**src/rtl/pwm_osc_pkg.sv**
```systemverilog
package pwm_osc_pkg;

  typedef enum logic {
    SWEEP_UP = 1'b0,
    SWEEP_DN = 1'b1
  } sweep_dir_e;

  function automatic int calc_step_div(input int env_periods, input int jit_max);
    int d;
    if (jit_max <= 0) return 1;
    d = env_periods / (4 * jit_max);
    return (d < 1) ? 1 : d;
  endfunction

endpackage

```
**src/rtl/pwm_rst_sync.sv**
```systemverilog
module pwm_rst_sync (
  input  logic clk_i,
  input  logic rst_ni,
  output logic rst_no
);
  logic [1:0] sync_q;

  always_ff @(posedge clk_i or negedge rst_ni) begin
    if (!rst_ni) sync_q <= 2'b00;
    else         sync_q <= {sync_q[0], 1'b1};
  end

  assign rst_no = sync_q[1];
endmodule

```
**src/rtl/pwm_jitter_env.sv**
```systemverilog
module pwm_jitter_env
  import pwm_osc_pkg::*;
#(
  parameter int JIT_MAX  = 28,
  parameter int STEP_DIV = 2,
  parameter int OW       = 6
) (
  input  logic                 clk_i,
  input  logic                 rst_ni,
  input  logic                 step_i,
  output logic signed [OW-1:0] off_o
);
  localparam int DW = (STEP_DIV > 1) ? $clog2(STEP_DIV) : 1;

  generate
    if (JIT_MAX > 0) begin : g_sweep
      logic signed [OW-1:0] off_q, off_n;
      logic [DW-1:0]        div_q, div_n;
      sweep_dir_e           dir_q, dir_n;

      always_comb begin
        off_n = off_q;
        div_n = div_q;
        dir_n = dir_q;
        if (step_i) begin
          if (div_q == DW'(STEP_DIV - 1)) begin
            div_n = '0;
            if (dir_q == SWEEP_UP) begin
              off_n = off_q + OW'(1);
              if (off_q == OW'(JIT_MAX - 1)) dir_n = SWEEP_DN;
            end else begin
              off_n = off_q - OW'(1);
              if (off_q == OW'(1 - JIT_MAX)) dir_n = SWEEP_UP;
            end
          end else begin
            div_n = div_q + DW'(1);
          end
        end
      end

      always_ff @(posedge clk_i or negedge rst_ni) begin
        if (!rst_ni) begin
          off_q <= '0;
          div_q <= '0;
          dir_q <= SWEEP_UP;
        end else if (step_i) begin
          off_q <= off_n;
          div_q <= div_n;
          dir_q <= dir_n;
        end
      end

      assign off_o = off_q;
    end else begin : g_flat
      assign off_o = '0;
    end
  endgenerate
endmodule

```
**src/rtl/pwm_period_ctr.sv**
```systemverilog
module pwm_period_ctr #(
  parameter int NOM_PER  = 400,
  parameter int DUTY_PCT = 75,
  parameter int CW       = 9,
  parameter int OW       = 6
) (
  input  logic                 clk_i,
  input  logic                 rst_ni,
  input  logic signed [OW-1:0] off_i,
  output logic [CW-1:0]        ramp_o,
  output logic                 wrap_o,
  output logic [CW-1:0]        per_o,
  output logic [CW-1:0]        lim_o
);
  localparam logic [CW-1:0] NOM_LIM = CW'((NOM_PER * DUTY_PCT) / 100);

  logic [CW-1:0]      cnt_q, cnt_n;
  logic [CW-1:0]      per_q, per_n;
  logic [CW-1:0]      lim_q, lim_n;
  logic signed [CW:0] per_sum;
  logic               wrap;

  assign wrap    = (cnt_q == per_q - CW'(1));
  assign per_sum = $signed({1'b0, CW'(NOM_PER)}) + (CW+1)'(off_i);

  always_comb begin
    cnt_n = cnt_q + CW'(1);
    per_n = per_q;
    lim_n = lim_q;
    if (wrap) begin
      cnt_n = '0;
      per_n = per_sum[CW-1:0];
      lim_n = CW'((32'(per_sum[CW-1:0]) * DUTY_PCT) / 100);
    end
  end

  always_ff @(posedge clk_i or negedge rst_ni) begin
    if (!rst_ni) begin
      cnt_q <= '0;
      per_q <= CW'(NOM_PER);
      lim_q <= NOM_LIM;
    end else begin
      cnt_q <= cnt_n;
      if (wrap) begin
        per_q <= per_n;
        lim_q <= lim_n;
      end
    end
  end

  assign ramp_o = cnt_q;
  assign wrap_o = wrap;
  assign per_o  = per_q;
  assign lim_o  = lim_q;
endmodule

```
**src/rtl/pwm_gate_ctl.sv**
```systemverilog
module pwm_gate_ctl #(
  parameter int CW       = 9,
  parameter int LEB_CLKS = 7
) (
  input  logic          clk_i,
  input  logic          rst_ni,
  input  logic [CW-1:0] ramp_i,
  input  logic [CW-1:0] lim_i,
  input  logic          blank_i,
  input  logic          cyc_rst_i,
  output logic          set_o,
  output logic          lim_o,
  output logic          gate_o
);
  logic on_q, on_n;
  logic start, at_lim, past_leb;

  assign start    = (ramp_i == '0);
  assign at_lim   = (ramp_i == lim_i);
  assign past_leb = (ramp_i > CW'(LEB_CLKS));

  always_comb begin
    on_n = on_q;
    if (start && !blank_i)                  on_n = 1'b1;
    else if (at_lim)                        on_n = 1'b0;
    else if (on_q && cyc_rst_i && past_leb) on_n = 1'b0;
  end

  always_ff @(posedge clk_i or negedge rst_ni) begin
    if (!rst_ni) on_q <= 1'b0;
    else         on_q <= on_n;
  end

  assign set_o  = start && !blank_i && rst_ni;
  assign lim_o  = at_lim;
  assign gate_o = on_q;
endmodule

```
**src/rtl/pwm_jitter_osc.sv**
```systemverilog
module pwm_jitter_osc
  import pwm_osc_pkg::*;
#(
  parameter int  CLK_HZ   = 26_000_000,
  parameter int  F_SW_HZ  = 65_000,
  parameter int  JIT_PCT  = 7,
  parameter int  ENV_US   = 4000,
  parameter int  DUTY_PCT = 75,
  parameter int  LEB_NS   = 300,
  localparam int NOM_PER  = CLK_HZ / F_SW_HZ,
  localparam int JIT_MAX  = (NOM_PER * JIT_PCT) / 100,
  localparam int RAMP_W   = $clog2(NOM_PER + JIT_MAX + 1)
) (
  input  logic              clk_i,
  input  logic              rst_ni,
  input  logic              blank_i,
  input  logic              cyc_rst_i,
  output logic              set_o,
  output logic              lim_o,
  output logic              gate_o,
  output logic [RAMP_W-1:0] ramp_o
);
  localparam int ENV_PER  = (ENV_US * (F_SW_HZ / 1000)) / 1000;
  localparam int STEP_DIV = calc_step_div(ENV_PER, JIT_MAX);
  localparam int LEB_CLKS = ((CLK_HZ / 1000) * LEB_NS) / 1_000_000;
  localparam int CW       = RAMP_W;
  localparam int OW       = $clog2(JIT_MAX + 1) + 1;

  logic                 rst_s;
  logic                 wrap;
  logic signed [OW-1:0] off_q;
  logic [CW-1:0]        per_q;
  logic [CW-1:0]        dmax_q;
  logic [CW-1:0]        ramp;

  pwm_rst_sync u_rst (
    .clk_i  (clk_i),
    .rst_ni (rst_ni),
    .rst_no (rst_s)
  );

  pwm_jitter_env #(
    .JIT_MAX  (JIT_MAX),
    .STEP_DIV (STEP_DIV),
    .OW       (OW)
  ) u_env (
    .clk_i  (clk_i),
    .rst_ni (rst_s),
    .step_i (wrap),
    .off_o  (off_q)
  );

  pwm_period_ctr #(
    .NOM_PER  (NOM_PER),
    .DUTY_PCT (DUTY_PCT),
    .CW       (CW),
    .OW       (OW)
  ) u_ctr (
    .clk_i  (clk_i),
    .rst_ni (rst_s),
    .off_i  (off_q),
    .ramp_o (ramp),
    .wrap_o (wrap),
    .per_o  (per_q),
    .lim_o  (dmax_q)
  );

  pwm_gate_ctl #(
    .CW       (CW),
    .LEB_CLKS (LEB_CLKS)
  ) u_gate (
    .clk_i     (clk_i),
    .rst_ni    (rst_s),
    .ramp_i    (ramp),
    .lim_i     (dmax_q),
    .blank_i   (blank_i),
    .cyc_rst_i (cyc_rst_i),
    .set_o     (set_o),
    .lim_o     (lim_o),
    .gate_o    (gate_o)
  );

  assign ramp_o = ramp;
endmodule

```
**config.mk**
```make
export PLATFORM = sky130hd
export DESIGN_NAME = pwm_jitter_osc
export DESIGN_NICKNAME = d
export VERILOG_FILES = /design/src/rtl/pwm_osc_pkg.sv /design/src/rtl/pwm_rst_sync.sv /design/src/rtl/pwm_jitter_env.sv /design/src/rtl/pwm_period_ctr.sv /design/src/rtl/pwm_gate_ctl.sv /design/src/rtl/pwm_jitter_osc.sv
export SDC_FILE = /design/constraint.sdc
export NUM_CORES = 1
export LEC_CHECK = 0
export ABC_AREA = 1
export CAP_MARGIN = 20
export CORE_MARGIN = 2
export CORE_UTILIZATION = 55
export CTS_CLUSTER_DIAMETER = 50
export DETAILED_ROUTE_END_ITERATION = 7
export DONT_BUFFER_PORTS = 1
export PLACE_DENSITY = 0.7
export SLEW_MARGIN = 10
export SYNTH_ARGS = -nofsm -noshare
export SYNTH_HDL_FRONTEND = slang
export SYNTH_HIERARCHICAL = 1
export SYNTH_SLANG_ARGS = --single-unit
```
**constraint.sdc**
```tcl
create_clock -name clk_i -period 1.8 [get_ports clk_i]
set_input_delay 0.36 -clock clk_i [delete_from_list [all_inputs] [get_ports clk_i]]
set_output_delay 0.36 -clock clk_i [all_outputs]
set_load 0.005 [all_outputs]
```
Word-level counts from Yosys, hierarchy flattened
Cells that the tools add are included.
Widths: inputs -> output; s select.
{ "totals": {"register_bits": 38, "inputBits": 4} }
{ "classes": {"addsub": 6, "n_mul": 1, "n_div": 1, "order_cmp": 1, "n_eq_ne": 4, "mux": 9, "n_reduce_logical": 8} }
{ "op_table": {"columns": ["operator", "n"], "rows": [
  ["$div 16x7->32 const B", 1],
  ["$eq 9x9->1", 2],
  ["$mul 9x7->16 const B", 1],
  ["$eq 6x6->1 const B", 2],
  ["$add 8x6->9 const A", 1],
  ["$add 9x1->9 const B", 1],
  ["$gt 9x3->1 const B", 1],
  ["$logic_not 9->1", 1],
  ["$mux 9", 1],
  ["$sub 9x1->9 const B", 1],
  ["$mux 1", 7],
  ["$add 6x2->6 const B", 1],
  ["$mux 6", 1],
  ["$sub 6x2->6 const B", 1],
  ["$logic_and 1x1->1", 4],
  ["$reduce_bool 3->1", 1],
  ["$reduce_and 2->1", 1],
  ["$add 1x1->1 const B", 1],
  ["$logic_not 1->1", 1]
]} }

Logic depth before layout (Yosys ltp)
{ "logic_depth": {"ltp_word": 5, "ltp_mapped": 70, "ltp_nobuf": 70} }

Modules after synthesis
Netlist, hierarchy kept.
{ "by_module_without_submodules": {"columns": ["module", "n_inst", "cells_per_inst", "area_per_inst_um2", "seq_area_each_um2"], "rows": [
  ["pwm_period_ctr", 1, 651, 4246.6, 658.1],
  ["pwm_jitter_env", 1, 71, 553.0, 200.2],
  ["pwm_gate_ctl", 1, 38, 207.7, 25.0],
  ["pwm_rst_sync", 1, 3, 53.8, 50.0]
]} }

Least setup slack after synthesis
OpenSTA, ideal clock, no wires.
{ "synth_timing": {"kind": "reg-to-reg", "startpoint": "reg u_env.g_sweep.off_q[4] (netlist: u_env/off_o[4])", "endpoint": "reg u_ctr.lim_q[0] (netlist: u_ctr/lim_o[0])", "setup_time_ns": 0.117, "arrival_time_ns": 7.667, "required_time_ns": 1.683, "setup_slack_ns": -5.983, "path_stages_with_launch": 62, "n_path_buf": 0, "synth_period_minus_slack_ns": 7.783, "cell_sequence": "dfrtp_1 -> inv_1 -> ha_1 -> ha_1 -> ha_1 -> fa_1 -> inv_1 -> fa_1 -> inv_1 -> ha_1 -> nand2_1 -> clkinv_1 -> nand2_1 -> nand2_1 -> nand2_1 -> nand3_1 -> nand2_1 -> nand2_1 -> [26 not listed] -> nand2_1 -> nand2_2 -> nor2_4 -> nand2_4 -> nand3_1 -> nand4_1 -> nand2_2 -> nand2_4 -> nand2_2 -> nand2_1 -> nor2_1 -> nand2_1 -> nand3_1 -> nand3_1 -> nand3_1 -> nand2_1 -> nand2_1 -> nand2_1"} }
{ "synth_via": {"elab_chain_len": 3} }
{ "synth_lines": {"columns": ["element", "line", "source"], "rows": [
  ["start, declared", "pwm_jitter_env.sv:17", "logic signed [OW-1:0] off_q, off_n;"],
  ["start signal, assigned", "pwm_jitter_env.sv:47", "off_q <= off_n;"],
  ["$add 8x6->9", "pwm_period_ctr.sv:24", "assign per_sum = $signed({1'b0, CW'(NOM_PER)}) + (CW+1)'(off_i);"],
  ["named net u_ctr.per_n[4]", "pwm_period_ctr.sv:18", "logic [CW-1:0] per_q, per_n;"],
  ["$mul 9x7->16", "pwm_period_ctr.sv:33", "lim_n = CW'((32'(per_sum[CW-1:0]) * DUTY_PCT) / 100);"],
  ["$div 16x7->32", "pwm_period_ctr.sv:33", null],
  ["end signal, assigned", "pwm_period_ctr.sv:46", "lim_q <= lim_n;"],
  ["end, declared", "pwm_period_ctr.sv:19", "logic [CW-1:0] lim_q, lim_n;"]
]} }
The timed path passes the listed nets, and every way through them passes these cells.
A chain may end at the register's enable or synchronous reset.

Final worst setup path
{ "layout_timing": {"startpoint": "reg u_env.g_sweep.off_q[5] (netlist: u_env/off_o[5])", "endpoint": "reg u_ctr.lim_q[0] (netlist: u_ctr/lim_o[0])"} }
The elaborated chain is that of the path after synthesis.

==> results.cfg <==
[worst_setup_path]
r2r-end = u_ctr/lim_o[0]
rr_startpoint = u_env/off_o[5]
startpoint_type = flip-flop
rrSetupSlack_ns = -6.68
cpPeakStageDelay_ns = 0.52
crit_top_cell = nand2_2
critPathRequiredTime_ns = 2.01
critPathBufInv = 7
r2r_cells = 64
crit_fanout = 7
startpoint = u_env/off_o[5]
slowest_stage = fa_1
worstSetupPathType = reg -> reg
cp-end-kind = flip-flop
arrival_ns = 8.69
crit_family = simple AND/OR/NAND/NOR gates

[global_routing]
grt_pass1_vias = 5744
grt_first_pass_wirelength_mm = 25.4
gr-total-overflow = 0
grt_max_degree = 36
gr-usage-all-layers_pct = 30.8
antenna_found_initial = 0

[final_layout]
num-nets-final = 1030
final_common_cell = buf_4
diodes = 0
area_growth_syn_to_layout_pct = 52.1
final_area_sq_um = 7680
drive_gt1_share_pct = 44.9
final_cell_mix = buf_4, nand2_1, inv_1

[timing]
setup_ws_ns = -6.68
max_freq_mhz = 118
slew_viol_final = 0
setup-violations-final = 34
relSlewSlack_pct = 63.1
fin_setup_tns_ns = -66.39
period_share_pct = 471
rsz0062_at_grt = yes
clock_skew_ns = 0.0167
worstMarginPinSlew_ns = 0.549
period_needed_ns = 8.48
hold_viol = 0
hold_ws_ns = 0.256

[hold_path]
holdPathEnd = u_gate/gate_o
worstHoldPathType = in -> reg
min_path_cells = 3
holdCritStartpoint = cyc_rst_i

[power]
p_leak_nw = 4.14
vdd_drop_max_mv = 0.453
power.density_nw_per_um2 = 230

[floorplanning]
rows = 34
io_pins = 16
start_util_pct = 57.3
die_h_microns = 99.8
core_sq_um = 8810
die_area_sq_um = 9960
die_w_microns = 99.8

[clocking]
cts_max_level = 2
clk_pin_slew_ns = 0.09
root_buffer = clkbuf_8
clock_latency_ns = 0.31
cts_tree = done
cts_buffer_depth = 2
cts_made_buffers = 5
cts.sinks = 37

[yosys]
synth_area_per_cell_sq_um = 6.64
syn-num-nets = 819
synthCells = 761
yosysWarnings = 6
syn-cell-area_sq_um = 5050

[drt]
vias = 6142
drtIter0Drc = 397
first_pass_iters = 7
wirelength_mm = 18.3
drtAntennaViolNets = 0
via_per_inst = 5.68
wl_per_cell_microns = 16.9
drc = 0

[placement]
place_area_sq_um = 6600
dp_worst_setup_slack_ns = -6.11
finalWeightedCongestion = 0.941
hpwl_mm = 10.7
io_buffers = 0

[flow_run]
maxCapViolations = 0

[outcome]
violations = negative setup slack
run_status = finished with violations
[per-layer routing]
layer,track usage (%),share of wire [%],vias to the layer above
met5,0,0,-
met4,9.80,4.9,0
met3,3.55,5.5,90
met2,58.6,52,300
met1,35.8,38,2908
li1,-,-,2844
[timing repair]
action	4_1_cts	5_1_grt
hold buffers	1	0
endpoints found under the setup margin	35	36
hold endpoints to repair	2	0
resized for setup	67	94
pin swaps	54	61
gates cloned	0	1
setup buffers	33	20
[worst min-delay path: stages]
cell and delay, ns:
a21boi_1 0.05, nand2_1 0.08, nand2_1 0.05
[power breakdown]
group | switching (W) | leakage, nW | internal [W]
Clock | 0.000353 | 0.0687 | 0.000558
Combinational | 0.0000172 | 3.59 | 0.00000328
Sequential | 0.00000111 | 0.477 | 0.000834
[sequential cells by signal, indices dropped and copies added (netlist names)]
signal / flops
u_env/g_sweep.dir_q: 1
u_ctr/per_o: 8
u_env/g_sweep.div_q: 1
u_gate/gate_o: 1
u_rst/sync_q: 2
u_env/off_o: 6
u_ctr/ramp_o: 9
u_ctr/lim_o: 9
[how the worst max path moves through the flow]
stage,cells past startpoint,end,slack [ns]
2_1_floorplan,59,u_ctr/lim_o[0],-5.64
3_3_place_gp,60,u_ctr/lim_o[0],-5.74
3_5_place_dp,60,u_ctr/lim_o[0],-6.11
4_1_cts,59,u_ctr/lim_o[0],-5.94
5_1_grt,57,u_ctr/lim_o[0],-7.09
6_report,64,u_ctr/lim_o[0],-6.68
[stage by stage]
step | power (W) | cells | util [%]
floorplan | 0.000862 | 761 | -
global placement | 0.000868 | 1027 | 74.9
detailed placement | 0.000869 | 1027 | 74.9
CTS | 0.00175 | 1067 | 82.0
global route | 0.00180 | 1081 | 87.2
finish | 0.00177 | 1081 | 87.2
[cell type report]
type                            count  area (sq um)
Tap cell                          108           135
Multi-Input combinational cell    586          4260
Inverter                          132           520
Clock buffer                        5          68.8
Sequential cell                    37           936
Timing Repair Buffer              210          1700
Fill cell                         438          1130
Clock inverter                      3          68.8
Power figures use the tool's default switching activity.
